==> src/rtl/spi_target_engine.sv <==
module spi_target_engine (
  input  logic        clk,
  input  logic        rst_n,
  input  logic        sck_pin,
  input  logic        cs_n_pin,
  input  logic        mosi_pin,
  output logic        miso_pin,
  input  logic        cfg_cpha,
  input  logic        cfg_wide,
  input  logic        cfg_lsb_first,
  input  logic [15:0] tx_word,
  input  logic        tx_wr,
  output logic        tx_empty,
  output logic        tx_underrun,
  output logic [15:0] rx_word,
  input  logic        rx_rd,
  output logic        rx_full
);
  localparam int WMAX = 16;
  localparam int CW   = $clog2(2 * WMAX);

  logic [2:0] sck_q, cs_q;
  logic [1:0] mosi_q;

  always_ff @(posedge clk or negedge rst_n)
    if (!rst_n) begin
      sck_q  <= '0;
      cs_q   <= '1;
      mosi_q <= '0;
    end else begin
      sck_q  <= {sck_q[1:0], sck_pin};
      cs_q   <= {cs_q[1:0], cs_n_pin};
      mosi_q <= {mosi_q[0], mosi_pin};
    end

  wire sck_rise = sck_q[1] & ~sck_q[2];
  wire sck_fall = ~sck_q[1] & sck_q[2];
  wire cs_start = ~cs_q[1] & cs_q[2];
  wire cs_stop  = cs_q[1] & ~cs_q[2];
  wire mosi_b   = mosi_q[1];

  logic            active, done;
  logic [CW-1:0]   cnt;
  logic [WMAX-1:0] tx_buf, tx_sh, rx_sh, rx_nxt;

  wire [CW-1:0] top = cfg_wide ? CW'(2 * WMAX - 1) : CW'(WMAX - 1);
  wire run      = active & ~done;
  wire e_rise   = run & sck_rise;
  wire e_fall   = run & sck_fall;
  wire e_any    = e_rise | e_fall;
  wire last     = (cnt == '0);
  wire sample   = cfg_cpha ? e_fall : e_rise;
  wire shift_e  = cfg_cpha ? e_rise : e_fall;
  wire load     = cfg_cpha ? (e_rise & (cnt == top)) : (cs_start | (e_fall & last));
  wire shift    = shift_e & ~load;
  wire capture  = e_any & last;
  wire out_bit  = cfg_lsb_first ? tx_sh[0] : (cfg_wide ? tx_sh[WMAX-1] : tx_sh[WMAX/2-1]);

  assign miso_pin = active & out_bit;

  always_comb begin
    rx_nxt = rx_sh;
    if (sample) begin
      if (!cfg_lsb_first) rx_nxt = {rx_sh[WMAX-2:0], mosi_b};
      else if (cfg_wide)  rx_nxt = {mosi_b, rx_sh[WMAX-1:1]};
      else                rx_nxt = {{(WMAX/2){1'b0}}, mosi_b, rx_sh[WMAX/2-1:1]};
    end
  end

  always_ff @(posedge clk or negedge rst_n)
    if (!rst_n) begin
      active      <= 1'b0;
      done        <= 1'b0;
      cnt         <= '0;
      tx_buf      <= '0;
      tx_sh       <= '0;
      rx_sh       <= '0;
      rx_word     <= '0;
      rx_full     <= 1'b0;
      tx_empty    <= 1'b1;
      tx_underrun <= 1'b0;
    end else begin
      if (cs_start)     active <= 1'b1;
      else if (cs_stop) active <= 1'b0;

      if (cs_start)                 done <= 1'b0;
      else if (capture && cfg_cpha) done <= 1'b1;

      if (cs_start)   cnt <= top;
      else if (e_any) cnt <= last ? top : cnt - 1'b1;

      if (load)       tx_sh <= tx_buf;
      else if (shift) tx_sh <= cfg_lsb_first ? {1'b0, tx_sh[WMAX-1:1]} : {tx_sh[WMAX-2:0], 1'b0};

      rx_sh <= rx_nxt;
      if (capture) rx_word <= cfg_wide ? rx_nxt : {{(WMAX/2){1'b0}}, rx_nxt[WMAX/2-1:0]};

      if (capture)     rx_full <= 1'b1;
      else if (rx_rd)  rx_full <= 1'b0;

      if (tx_wr) tx_buf <= tx_word;

      if (tx_wr)     tx_empty <= 1'b0;
      else if (load) tx_empty <= 1'b1;

      if (tx_wr)                 tx_underrun <= 1'b0;
      else if (load && tx_empty) tx_underrun <= 1'b1;
    end

  a_r8_write_fills: assert property (@(posedge clk) disable iff (!rst_n)
    tx_wr |=> (!tx_empty && !tx_underrun));

  a_r10_read_clears: assert property (@(posedge clk) disable iff (!rst_n)
    (rx_rd && !capture) |=> !rx_full);

  a_r9_underrun_needs_empty: assert property (@(posedge clk) disable iff (!rst_n)
    $rose(tx_underrun) |-> $past(tx_empty));

  a_r3_capture_on_edge: assert property (@(posedge clk) disable iff (!rst_n)
    $rose(rx_full) |-> $past(sck_rise || sck_fall));

  a_r11_quiet_when_idle: assert property (@(posedge clk) disable iff (!rst_n)
    (cs_q[1] && cs_q[2]) |-> !miso_pin);

  a_r5_one_frame_per_select: assert property (@(posedge clk) disable iff (!rst_n)
    (done && !cs_start) |=> $stable(rx_word));
endmodule

==> config.mk <==
export PLATFORM = sky130hd
export DESIGN_NAME = spi_target_engine
export DESIGN_NICKNAME = d
export VERILOG_FILES = /design/src/rtl/spi_target_engine.sv
export SDC_FILE = /design/constraint.sdc
export NUM_CORES = 1
export LEC_CHECK = 0
export CAP_MARGIN = 20
export CORE_UTILIZATION = 47
export DETAILED_ROUTE_END_ITERATION = 16
export PLACE_DENSITY = 0.69
export RECOVER_POWER = 25
export SLEW_MARGIN = 20
export SYNTH_ARGS = -nofsm -noshare
export SYNTH_HDL_FRONTEND = slang
export SYNTH_SLANG_ARGS = --single-unit
export TNS_END_PERCENT = 10
==> constraint.sdc <==
create_clock -name clk -period 2.57 [get_ports clk]
set_input_delay 0.3855 -clock clk [delete_from_list [all_inputs] [get_ports clk]]
set_output_delay 0.3855 -clock clk [all_outputs]
set_load 0.01 [all_outputs]
-- After elaboration in Yosys (flattened, before gate mapping)
Cells that the tools add are included.
- register bits: 82
- bits of input ports: 26
- logic and storage cells: 71
- $add $sub $neg: 1
- equality and inequality tests: 1
- mux-type cells: 26
- bitwise operators: 20
- reduce and logical (&&, ||, !) cells: 10
- operators with widths (operator ; number):
    $mux 16 ; 7
    $mux 5 ; 4
    $mux 1 ; 15
    $reduce_bool 2->1 ; 7
    $and 1x1->1 ; 12
    $not 1->1 ; 6
    $eq 5x5->1 ; 1
    $logic_not 5->1 ; 1
    $sub 5x1->5 const B ; 1
    $logic_and 1x1->1 ; 2
    $or 1x1->1 ; 2

-- Depth between registers and ports, before layout
- depth in word-level cells: 10
- mapped depth: 7
- mapped depth without buffers: 6

-- Least setup slack after synthesis
OpenSTA, ideal clock, no wires.
- kind: input to register
- start point: input port cfg_cpha
- end point: register tx_sh[10]
- setup time: 0.125 ns
- arrival time: 1.900 ns
- data required time: 2.445 ns
- slack: 0.545 ns
- cell stages on the path: 6
- path through: buf_6 -> or3b_1 -> a21oi_4 -> buf_6 -> mux2_2 -> mux2_2
- longest elaborated chain between the ends: 4
- elaborated cells between the ends (all ways): 6
- ends and longest elaborated chain (item ; line ; text):
    start: declaration ; 8 ; input logic cfg_cpha,
    $mux 1 ; 54 ; wire load = cfg_cpha ? (e_rise & (cnt == top)) : (cs_start | (e_fall & last));
    $not 1->1 ; 55 ; wire shift = shift_e & ~load;
    $and 1x1->1 ; 55 ;
    $reduce_bool 2->1 (no source line) ; n/a ;
    end signal: assignment ; 92 ; if (load) tx_sh <= tx_buf;
    end signal: assignment ; 93 ; else if (shift) tx_sh <= cfg_lsb_first ? {1'b0, tx_sh[WMAX-1:1]} : {tx_sh[WMAX-2:0], 1'b0};
    end: declaration ; 44 ; logic [WMAX-1:0] tx_buf, tx_sh, rx_sh, rx_nxt;
Parallel ways exist; a longest one is shown, timed or not.
A chain may end at the register's enable or synchronous reset.

-- Worst setup path after layout
- start point: input port cfg_lsb_first
- end point: output port miso_pin
- longest elaborated chain between the ends: 2
- ends and longest elaborated chain (item ; line ; text):
    start: declaration ; 10 ; input logic cfg_lsb_first,
    $mux 1 ; 57 ; wire out_bit = cfg_lsb_first ? tx_sh[0] : (cfg_wide ? tx_sh[WMAX-1] : tx_sh[WMAX/2-1]);
    $and 1x1->1 ; 59 ; assign miso_pin = active & out_bit;
    end: declaration ; 7 ; output logic miso_pin,
Every way passes these cells.

==> qor.yml <==
grt_util_all_layers: 0.174
portBuffers: 45
cp_max_fo: 5
path_clk_slew_ps: 80
grt_first_pass_wirelength_mm: 11.3
whs_path_depth: 0
post_cts_buffers: 0
fin_nets: 367
rsz0062_at_grt: "no"
drtPass1Iterations: 4
report.final.slew_viol_count: 40
layout_setup_ws_ps: 274
place_ws_ps: 21.1
tns_ps: 0
synthFlopType: "dfrtp_1"
num_io_pins: 46
fmax_ghz: 0.435
antenna_found_initial: 0
diodes: 0
reg2reg_to: "rx_word[9]"
crit_type: "input port to primary output"
initial_core_util: 0.490
synth_top_cell_area_share: 0.510
hold_class: "flop to flop"
drc: 0
yosysUniqueCellTypes: 40
arrival_ps: 1910
worst-r2r-setup-slack_ps: 420
die_y_um: 92.2
areaGrowthSynthToFinish_pct: 20.6
startpoint: "cfg_lsb_first"
clock_latency_ps: 350
fin_skew_ps: 7.64
grt_pass1_vias: 2353
status: "finished with violations"
worst_slew_pin_slew_ps: 2140
cts_tree: "yes"
powerDensity_nw_per_um2: 745
cts_htree_levels: 3
worstReg2RegStart: "cnt[0]"
vias: 2303
critical-path-slowest-cell: "clkdlybuf4s50_1"
period_minus_slack_ps: 2300
synth-edff-count: 0
die_area_um2: 8500
utilization: 0.591
post_drt_wl_per_cell_um: 14.4
worst_path_most_repeated_cell: "clkdlybuf4s50_1"
ctsResizeCount: 0
die_x_um: 92.2
yosysTopAreaCell: "dfrtp_1"
dr.first_iter.drc_count: 100
core_um2: 7810
slowest_delay_ps: 560
ys_ff_latch: 82
hold_viol: 0
crit_end: "miso_pin"
cap_violations: 1
wirelength_mm: 6.42
period_share: 0.893
ys.warnings.count: 0
synth_cells: 286
hpwl_mm: 4.51
gp_congestion: 0.803
cp-end-kind: "primary output"
worst-endpoint-required_ps: 2180
synth.area.top_cells: "dfrtp_1 51%, mux2_2 26%, dfstp_2 2.7%, inv_1 2.4%, o2bb2ai_1 1.8%"
via_per_inst: 5.18
root_buffer: "clkbuf_8"
holdBufCountCts: 0
start_kind: "input port"
p_leak_nw: 2.01
setup_viol: 0
core.rowCount: 32
ir_worst_vdd_uv: 490
violations: "capacitance limit, slew limit"
ys_seq_area_frac: 0.538
clockBufferDepth: 2
antenna_left: 0
syn_avg_cell_area_um2: 13.4
rr_worst_depth: 6
timing.slew.headroom: -0.427
synthArstFlopShare: 1.00
grt_max_degree: 44
worstHoldStart: "cs_q[0]"
grt_overflow_total: 0
crit_chain: "clkdlybuf4s50_1 -> clkinv_1 -> nand2_1 -> o211a_1 -> clkdlybuf4s50_1"
syn-cell-area_um2: 3820
synth.net_count: 315
numCtsBuffers: 9
clock_sinks: 82
layout-drive-gt1-share: 0.353
logic make-up (layout without fill, tap and decap cells):
kind of cell	Yosys count	in the layout	synth area share
AOI/OAI and AO/OA	34	34	0.0723
xor gates and xnor gates	3	3	0.00687
adders and majority gates	3	3	0.00982
buffers and inverters	37	94	0.0452
DFF	82	82	0.538
muxes	94	94	0.278
and+or+nand+nor	33	33	0.0501
synthesized netlist by cell type (all sizes together), types with 2 or more instances:
library cell and instances:
o2bb2ai 8, nand3b 2, buf 8, dfstp 4, nor2b 2, nand2b 2, nand2 9, a211o 2
xor2 2, mux2i 3, inv 24, mux2 91, clkbuf 4, a22oi 8, dfrtp 78, ha 3
nor2 5, and2 2, or3b 2, nor3 3, o21ai 4, a21oi 6
metrics by stage:
stage	instance area [um2]	cells	power, W	hold slack (ps)
CTS	4620	445	0.00348	3.98
global placement	4410	429	0.00246	335
floorplan	3820	286	0.00227	89.9
finish	4610	445	0.00344	358
global route	4610	445	0.00365	361
detailed placement	4410	429	0.00248	347
critical path, delay by kind of cell:
family                 cells  cell delay [ps]
AO/OA/AOI/OAI              1              180
buffers and inverters      3             1260
AND/OR/NAND/NOR            1               80
where the power goes:
| group | internal [W] | switching [W] | leakage [nW] |
|---|---|---|---|
| Combinational | 0.000467 | 0.000270 | 0.905 |
| Sequential | 0.00153 | 0.000182 | 1.01 |
| Clock | 0.000546 | 0.000440 | 0.0995 |
routing by layer:
metal	vias to the layer above	wire [um]	global-route usage
met1	1130	3010	0.228
met2	48	3030	0.263
met5	-	0	0
met4	0	130	0.0859
li1	1114	-	-
met3	11	256	0.0506
cell usage in the layout (no fill, tap or decap), types with 3 or more instances in the layout:
| cell type | instances |
|---|---|
| mux2_2 | 89 |
| dfrtp_1 | 78 |
| clkdlybuf4s50_1 | 41 |
| inv_1 | 24 |
| nand2_1 | 9 |
| clkbuf_8 | 9 |
| a22oi_1 | 8 |
| o2bb2ai_1 | 8 |
| buf_4 | 6 |
| nor2_1 | 5 |
| a21oi_1 | 4 |
| o21ai_0 | 4 |
| dfstp_2 | 4 |
| mux2i_1 | 3 |
| nor3_1 | 3 |
| ha_1 | 3 |
| clkbuf_1 | 3 |
| dlygate4sd3_1 | 3 |
sequential cells by signal, indices dropped and copies added (netlist names), 2 cells and up:
name,cells
cnt,5
cs_q,3
mosi_q,2
rx_sh,16
rx_word,16
sck_q,3
tx_buf,16
tx_sh,16
area by class of cell:
type                    count  area, um2
fillers                   635       3190
flip-flops and latches     82       2060
multi-input cells         167       1590
repair buffers             53        529
clock buffers              11        131
well taps                 102        128
inverters                  25       93.8
clock inverters             5       80.1
worst min-delay path by stage:
stage                   to  slack (ps)
2_1_floorplan       active          90
3_3_place_gp      sck_q[1]         340
3_5_place_dp       cs_q[1]         350
4_1_cts        rx_word[11]           4
5_1_grt            cs_q[1]         360
6_report           cs_q[1]         360
Note: power is estimated with default switching activity, not from simulation.
